[config.mk]
export PLATFORM = sky130hd
export DESIGN_NAME = stereo_soft_vol
export DESIGN_NICKNAME = d
export VERILOG_FILES = /design/src/rtl/vol_pkg.sv /design/src/rtl/vol_ramp.sv /design/src/rtl/vol_gain.sv /design/src/rtl/stereo_soft_vol.sv
export SDC_FILE = /design/constraint.sdc
export NUM_CORES = 2
export LEC_CHECK = 0
export BUFFER_PORTS_ARGS = -buffer_cell sky130_fd_sc_hd__buf_2
export CELL_PAD_IN_SITES_DETAIL_PLACEMENT = 1
export CELL_PAD_IN_SITES_GLOBAL_PLACEMENT = 1
export CORE_UTILIZATION = 30
export CTS_CLUSTER_SIZE = 16
export DETAILED_ROUTE_END_ITERATION = 7
export PLACE_DENSITY = 0.63
export SYNTH_ARGS = -nofsm -noshare
export SYNTH_HDL_FRONTEND = slang
export SYNTH_SLANG_ARGS = --single-unit
[constraint.sdc]
create_clock -name clk -period 7.3 [get_ports clk]
set_clock_uncertainty 0.05 [all_clocks]
set_input_delay 0.365 -clock clk [delete_from_list [all_inputs] [get_ports clk]]
set_output_delay 0.365 -clock clk [all_outputs]
set_load 0.01 [all_outputs]
[src/rtl/vol_pkg.sv]
package vol_pkg;
    localparam int DATA_W   = 24;
    localparam int CODE_W   = 8;
    localparam int FRAC_W   = 16;
    localparam int IDX_W    = 4;
    localparam int SHIFT_W  = CODE_W - IDX_W;
    localparam int CHANS    = 2;
    localparam int BASE_LOG = 4;             // +24 dB base = 2^4
    localparam int FRAC_ONE = 15;            // F = 32768 means 1.0
    localparam int PROD_W   = DATA_W + FRAC_W + 1 + BASE_LOG;
    localparam logic [CODE_W-1:0] CODE_UNITY = 8'h40;
    localparam logic [CODE_W-1:0] CODE_MUTE  = {CODE_W{1'b1}};
    localparam logic signed [DATA_W-1:0] SAT_HI = {1'b0, {(DATA_W-1){1'b1}}};
    localparam logic signed [DATA_W-1:0] SAT_LO = {1'b1, {(DATA_W-1){1'b0}}};

    typedef logic signed [DATA_W-1:0] sample_t;
    typedef logic [CODE_W-1:0]        code_t;

    typedef struct packed {
        logic                 vld;
        logic                 silent;
        logic [SHIFT_W-1:0]   shift;
        logic [FRAC_W-1:0]    frac;
        sample_t              smp;
    } gain_stage_t;

    // 32768 * 2^(-i/16)
    function automatic logic [FRAC_W-1:0] frac_of(input logic [IDX_W-1:0] i);
        case (i)
            4'd0:  frac_of = 16'd32768;
            4'd1:  frac_of = 16'd31379;
            4'd2:  frac_of = 16'd30048;
            4'd3:  frac_of = 16'd28774;
            4'd4:  frac_of = 16'd27554;
            4'd5:  frac_of = 16'd26386;
            4'd6:  frac_of = 16'd25268;
            4'd7:  frac_of = 16'd24196;
            4'd8:  frac_of = 16'd23170;
            4'd9:  frac_of = 16'd22188;
            4'd10: frac_of = 16'd21247;
            4'd11: frac_of = 16'd20347;
            4'd12: frac_of = 16'd19484;
            4'd13: frac_of = 16'd18658;
            4'd14: frac_of = 16'd17867;
            default: frac_of = 16'd17109;
        endcase
    endfunction
endpackage

[src/rtl/vol_ramp.sv]
module vol_ramp
    import vol_pkg::*;
(
    input  logic  clk,
    input  logic  rst,
    input  logic  step,
    input  code_t vol,
    input  logic  mute,
    output code_t cur
);
    code_t tgt;
    assign tgt = mute ? CODE_MUTE : vol;

    always_ff @(posedge clk) begin
        if (rst) begin
            cur <= CODE_UNITY;
        end else if (step) begin
            if (cur < tgt)      cur <= cur + 1'b1;
            else if (cur > tgt) cur <= cur - 1'b1;
        end
    end


    step_size_chk: assert property (@(posedge clk) disable iff (rst)
        step |=> (cur == $past(cur) || cur == code_t'($past(cur) + 1'b1)
                  || cur == code_t'($past(cur) - 1'b1)));

    idle_hold_chk: assert property (@(posedge clk) disable iff (rst)
        !step |=> cur == $past(cur));

    at_target_chk: assert property (@(posedge clk) disable iff (rst)
        (step && cur == tgt) |=> cur == $past(cur));
endmodule

[src/rtl/vol_gain.sv]
module vol_gain
    import vol_pkg::*;
(
    input  logic    clk,
    input  logic    rst,
    input  logic    in_vld,
    input  sample_t in_smp,
    input  code_t   code,
    output logic    out_vld,
    output sample_t out_smp
);
    gain_stage_t s1;
    logic signed [PROD_W-1:0] prod;
    logic signed [PROD_W-1:0] scaled;
    sample_t                  clamped;

    always_ff @(posedge clk) begin
        if (rst) begin
            s1 <= '0;
        end else begin
            s1.vld <= in_vld;
            if (in_vld) begin
                s1.silent <= (code == CODE_MUTE);
                s1.shift  <= code[CODE_W-1:IDX_W];
                s1.frac   <= frac_of(code[IDX_W-1:0]);
                s1.smp    <= in_smp;
            end
        end
    end

    always_comb begin
        prod   = PROD_W'(s1.smp) * $signed({1'b0, s1.frac});
        scaled = (prod <<< BASE_LOG) >>> (FRAC_ONE + int'(s1.shift));
        if (s1.silent)                      clamped = '0;
        else if (scaled > PROD_W'(SAT_HI))  clamped = SAT_HI;
        else if (scaled < PROD_W'(SAT_LO))  clamped = SAT_LO;
        else                                clamped = scaled[DATA_W-1:0];
    end

    always_ff @(posedge clk) begin
        if (rst) begin
            out_vld <= 1'b0;
            out_smp <= '0;
        end else begin
            out_vld <= s1.vld;
            if (s1.vld) out_smp <= clamped;
        end
    end


    silent_zero_chk: assert property (@(posedge clk) disable iff (rst)
        (s1.vld && s1.silent) |=> (out_vld && out_smp == '0));
endmodule

[src/rtl/stereo_soft_vol.sv]
module stereo_soft_vol
    import vol_pkg::*;
(
    input  logic                     clk,
    input  logic                     rst,
    input  logic                     in_valid,
    input  logic signed [DATA_W-1:0] in_left,
    input  logic signed [DATA_W-1:0] in_right,
    input  logic [CODE_W-1:0]        vol_left,
    input  logic [CODE_W-1:0]        vol_right,
    input  logic                     mute_left,
    input  logic                     mute_right,
    input  logic                     mute_all,
    output logic                     out_valid,
    output logic signed [DATA_W-1:0] out_left,
    output logic signed [DATA_W-1:0] out_right
);
    sample_t din  [CHANS];
    sample_t dout [CHANS];
    code_t   vol  [CHANS];
    code_t   cur  [CHANS];
    logic    mute [CHANS];
    logic    vld  [CHANS];

    assign din[0]  = in_left;
    assign din[1]  = in_right;
    assign vol[0]  = vol_left;
    assign vol[1]  = vol_right;
    assign mute[0] = mute_left  | mute_all;
    assign mute[1] = mute_right | mute_all;

    for (genvar c = 0; c < CHANS; c++) begin : g_ch
        vol_ramp u_ramp (
            .clk  (clk),
            .rst  (rst),
            .step (in_valid),
            .vol  (vol[c]),
            .mute (mute[c]),
            .cur  (cur[c])
        );
        vol_gain u_gain (
            .clk     (clk),
            .rst     (rst),
            .in_vld  (in_valid),
            .in_smp  (din[c]),
            .code    (cur[c]),
            .out_vld (vld[c]),
            .out_smp (dout[c])
        );
    end

    assign out_valid = vld[0] & vld[1];
    assign out_left  = dout[0];
    assign out_right = dout[1];


    latency_chk: assert property (@(posedge clk) disable iff (rst)
        in_valid |=> ##1 out_valid);

    chan_sync_chk: assert property (@(posedge clk) disable iff (rst)
        vld[0] == vld[1]);
endmodule

==> results.md <==
- The run finished, with violations left.
- The checks that failed: negative setup slack.
- The number of cells on the worst reg-to-reg path is 31.
- The final HPWL from detailed placement is 128000 µm.
- The DRC marker count from the first detailed-route iteration is 1964.
- The clock drives 156 sinks.
- The instance area at placement is 51800 µm².
- The setup TNS is -24.32 ns.
- The overall fraction of global-route tracks in use is 0.217.
- For this run, the post-layout net count is 7145.
- The routed length on met1 is 73400 µm.
- The number of top-level pins is 119.
- In this run the tightest slew margin relative to its limit is 0.315.
- In the final routed layout, each cell accounts on average for 19.9 µm.
- The worst-path cell with the longest stage delay is sky130_fd_sc_hd__fa_2.
- Of the total synthesized cell area, the portion taken by AND, OR, NAND and NOR gates is 0.188.
- Setup violations remaining at the end of the flow were counted as 46.
- The delay of the slowest critical-path stage is 0.63 ns.
- The count of nets left with antenna violations once routing finished came out at 0.
- The via count of the first global-routing pass is 44176.
- The worst-case IR drop observed on VDD is 0.000172 V.
- During synthesis, Yosys emitted a total of 0 warnings.
- The average size of a mapped cell is 8.27 µm².
- For hold timing, the worst endpoint is g_ch[0].u_gain.s1[5].
- After routing the design area is 57600 µm².
- For the worst-skew pair, the clock arrives at the later sink with an insertion delay of 0.53 ns.
- The data arrival time of the critical path is 8.26 ns.
- The leakage component of the power is 26.6 nW.
- The startpoint of the worst register-to-register path is g_ch[1].u_gain.s1[23].
- The worst register-to-register path ends at g_ch[1].u_gain.out_smp[6].
- The die outline area is 145000 µm².
- The number of antenna diodes in the final layout is 0.
- The worst hold path belongs to the class in -> reg.
- Measured against the total synthesized area, the mux share comes to 0.0449.
- The depth of the worst hold-timing path is 3.
- TritonCTS built the clock tree.
- The dominant combinational cell family by area after synthesis is adder cells.
- For the pin with the worst max-slew slack, the measured transition is 1.03 ns.
- The power density normalized to cell area is 149 nW/µm².
- The total area of sequential cells is 3270 µm².
- Broken down by cell family, the worst path's largest delay share belongs to adder cells.
- In this run the worst path has a maximum fanout of 8.
- The critical hold path startpoint is in_left[5].
- OpenSTA, run right after detailed placement, puts the worst setup slack at -1.03 ns.
- TritonCTS created 17 clock buffers.
- The worst setup slack after layout is -0.600 ns.
- Dividing the final minimum period by the clock period gives 1.08.
- Setup repair after global routing could not meet its margin everywhere.
- For flop-to-flop paths, the worst setup slack is -0.60 ns.
- The maximum level of the CTS H-tree is 4.
- The summed instance area of the synthesized netlist is 43000 µm².
- The number of buffer cells added on primary ports is 118.
- The number of placement rows is 138.
- The detailed-route DRC error count is 0.
- The count of flip-flops with a built-in enable after synthesis is 0.
- The vias after detailed routing is 39770.
- The width of the die is 381 µm.
- At the end of routability-driven placement, the weighted congestion stood at 0.889.
- For this run, the register share of the synthesized area comes to 0.0726.
- The multi-input logic area is 38300 µm².
- The xor-xnor portion of the synthesized cell area is 0.0191.
- The total count of hold-check failures in the final report is 0.
- The area fraction in compound gates after synthesis was 0.144.
- The initial antenna violation count is 3.
- The number of violations of the max-capacitance limit is 0.
- The clock transition at the registers of the reported paths is 0.09 ns.
- The class of the most critical setup path is reg -> reg.
- The placeable core area is 142000 µm².
- The clock passes through at most 2 buffers.
- In the detailed route, the total length drawn on met2 is 77800 µm.
- Among the stages of the critical path, the cell type that occurs most often is sky130_fd_sc_hd__fa_1.
- For this run, the leading register cell type out of synthesis is sky130_fd_sc_hd__dfxtp_1.
- The highest clock rate is 127 MHz.
- The filler cells instantiated in the layout total 16584.
- The total power draw is 8.61 mW.
- The largest net degree at the start of global routing is 63.
- The critical path contains buffers and inverters numbering 10 combined.
- After synthesis, the netlist uses 115 different library cells.
- The first global-routing pass estimated 251000 µm of wire.
- The number of nets in the synthesized netlist is 6272.
- The vertical die dimension is 381 µm.
- The capturing element type of the critical path is a register.
- Dividing the detail-routed via count by the number of cells gives 4.98.
- The top metal layer carrying routed signals is met5.
- The cell count along the critical path is 31.
- The element type at the critical path start is a register.
- Of the cells placed in the final design, the portion with a size suffix greater than 1 is 0.296.
- The initial cell density of the core is 0.303.
- The instance count of the mapped netlist is 5202.
- The post-detailed-routing wire length is 159000 µm.
- The endpoint required time on the critical path is 7.66 ns.
- The buffer cell driving the clock tree root is sky130_fd_sc_hd__clkbuf_16.
- From synthesis to final layout, the design area changed by 33.9%.
- The routed design could run at a clock period as short as 7.90 ns.
- Summed over all nets, wire length on met3 after detailed routing comes to 4450 µm.
- After synthesis the netlist holds a flip-flop and latch count of 156.
- The first-pass iteration count of the detailed router is 5.
- The overflow left after global routing is 0.
- The share of synthesized cell area in full adder, half adder and majority cells is 0.423.
- For this run, asynchronously set or reset flops after synthesis account for 0.
- The number of max-slew violations in the final report is 0.
==> cells in the final DEF, fill, tap and decap left out, types with 104 or more instances in the layout <==
cell                      count
sky130_fd_sc_hd__nor2_1     303
sky130_fd_sc_hd__fa_1       721
sky130_fd_sc_hd__ha_1       193
sky130_fd_sc_hd__a21oi_1    159
sky130_fd_sc_hd__and2_1     364
sky130_fd_sc_hd__inv_1      872
sky130_fd_sc_hd__nand2_1    655
sky130_fd_sc_hd__mux2i_1    122
sky130_fd_sc_hd__buf_4      887
sky130_fd_sc_hd__o21ai_0    104
sky130_fd_sc_hd__buf_2      116
==> power by group <==
group	leakage (nW)	switching, mW	internal, mW	total [mW]
sequential	1.32	0.127	0.944	1.07
combinational	25.0	3.44	3.07	6.51
clock	0.311	0.530	0.500	1.03
==> routing by layer <==
layer,up-vias,GRT usage
met5,-,0
met4,2,0.0527
met3,174,0.0178
met2,639,0.376
met1,20504,0.292
li1,18451,-
==> cells by family (layout without fill, tap and decap cells) <==
logic type | Yosys count | after routing
buf+inv | 1210 | 2096
flops | 156 | 156
xor+xnor | 93 | 93
mux | 170 | 170
compound gates | 878 | 878
simple gates | 1695 | 1695
fa+ha+maj | 1000 | 1000
==> per-stage QoR <==
step	utilization	cells	hold WS [ns]
floorplan	-	5202	0.406
global placement	0.365	7757	0.405
detailed placement	0.365	7757	0.419
CTS	0.389	7898	0.00277
global route	0.406	7978	0.0178
finish	0.406	7978	0.0312
==> sequential cells by signal, summed over array words and instances, names as in the netlist <==
signal and flops:
g_ch.u_gain.out_vld 1, g_ch.u_gain.out_smp 48, g_ch.u_gain.s1 91, g_ch.u_ramp.cur 16
==> final cells by class <==
type,count,share of cell area
multi-input cells,3836,0.665
inverters,906,0.0591
clock inverters,15,0.00391
flip-flops and latches,156,0.0568
well taps,1890,0.0411
repair buffers,1158,0.167
clock buffers,17,0.00739
==> timing repair <==
action                                  in CTS  in global routing
hold buffers                                23                  0
resized for setup                          390                359
setup buffers                               79                 80
pin swaps                                  132                225
endpoints found under the hold margin       23                  0
endpoints found under the setup margin      46                 46
cloned                                       7                  9
==> synthesized netlist by cell type (12+ instances only) <==
| master | n | area, µm² |
|---|---|---|
| sky130_fd_sc_hd__a2111oi_0 | 12 | 105 |
| sky130_fd_sc_hd__a211o_1 | 17 | 149 |
| sky130_fd_sc_hd__a211oi_1 | 58 | 435 |
| sky130_fd_sc_hd__a21o_1 | 46 | 345 |
| sky130_fd_sc_hd__a21oi_1 | 219 | 1100 |
| sky130_fd_sc_hd__a221o_1 | 30 | 300 |
| sky130_fd_sc_hd__a311oi_1 | 17 | 149 |
| sky130_fd_sc_hd__a31oi_1 | 21 | 131 |
| sky130_fd_sc_hd__and2_1 | 389 | 2430 |
| sky130_fd_sc_hd__buf_1 | 20 | 75.1 |
| sky130_fd_sc_hd__buf_2 | 47 | 235 |
| sky130_fd_sc_hd__clkbuf_1 | 226 | 848 |
| sky130_fd_sc_hd__dfxtp_1 | 156 | 3120 |
| sky130_fd_sc_hd__fa_1 | 756 | 15100 |
| sky130_fd_sc_hd__ha_1 | 244 | 3050 |
| sky130_fd_sc_hd__inv_1 | 903 | 3390 |
| sky130_fd_sc_hd__mux2_2 | 20 | 225 |
| sky130_fd_sc_hd__mux2i_1 | 132 | 1320 |
| sky130_fd_sc_hd__mux4_2 | 15 | 338 |
| sky130_fd_sc_hd__nand2_1 | 678 | 2540 |
| sky130_fd_sc_hd__nand2b_1 | 23 | 144 |
| sky130_fd_sc_hd__nand3_1 | 57 | 285 |
| sky130_fd_sc_hd__nand4_1 | 45 | 282 |
| sky130_fd_sc_hd__nor2_1 | 328 | 1230 |
| sky130_fd_sc_hd__nor2b_1 | 17 | 106 |
| sky130_fd_sc_hd__nor3_1 | 55 | 275 |
| sky130_fd_sc_hd__nor4_1 | 19 | 119 |
| sky130_fd_sc_hd__o211ai_1 | 49 | 368 |
| sky130_fd_sc_hd__o21a_1 | 21 | 158 |
| sky130_fd_sc_hd__o21ai_0 | 127 | 636 |
| sky130_fd_sc_hd__o21ai_1 | 40 | 200 |
| sky130_fd_sc_hd__o21bai_1 | 17 | 128 |
| sky130_fd_sc_hd__or2_2 | 12 | 75.1 |
| sky130_fd_sc_hd__or3_1 | 22 | 138 |
| sky130_fd_sc_hd__xnor2_1 | 55 | 482 |
| sky130_fd_sc_hd__xor2_1 | 37 | 324 |
==> worst max path at each step <==
stage                            endpoint                  start
2_1_floorplan  g_ch[1].u_gain.out_smp[10]  g_ch[1].u_gain.s1[28]
3_3_place_gp   g_ch[1].u_gain.out_smp[16]  g_ch[1].u_gain.s1[29]
3_5_place_dp   g_ch[1].u_gain.out_smp[16]  g_ch[1].u_gain.s1[29]
4_1_cts        g_ch[1].u_gain.out_smp[16]  g_ch[1].u_gain.s1[23]
5_1_grt         g_ch[1].u_gain.out_smp[0]  g_ch[1].u_gain.s1[23]
6_report        g_ch[1].u_gain.out_smp[6]  g_ch[1].u_gain.s1[23]
==> tightest hold or removal path, cell delays in order <==
cell and delay, ns:
sky130_fd_sc_hd__buf_2 0.08, sky130_fd_sc_hd__mux2i_1 0.06, sky130_fd_sc_hd__nor2_1 0.07
No activity file was read; power rests on OpenSTA's default activity.
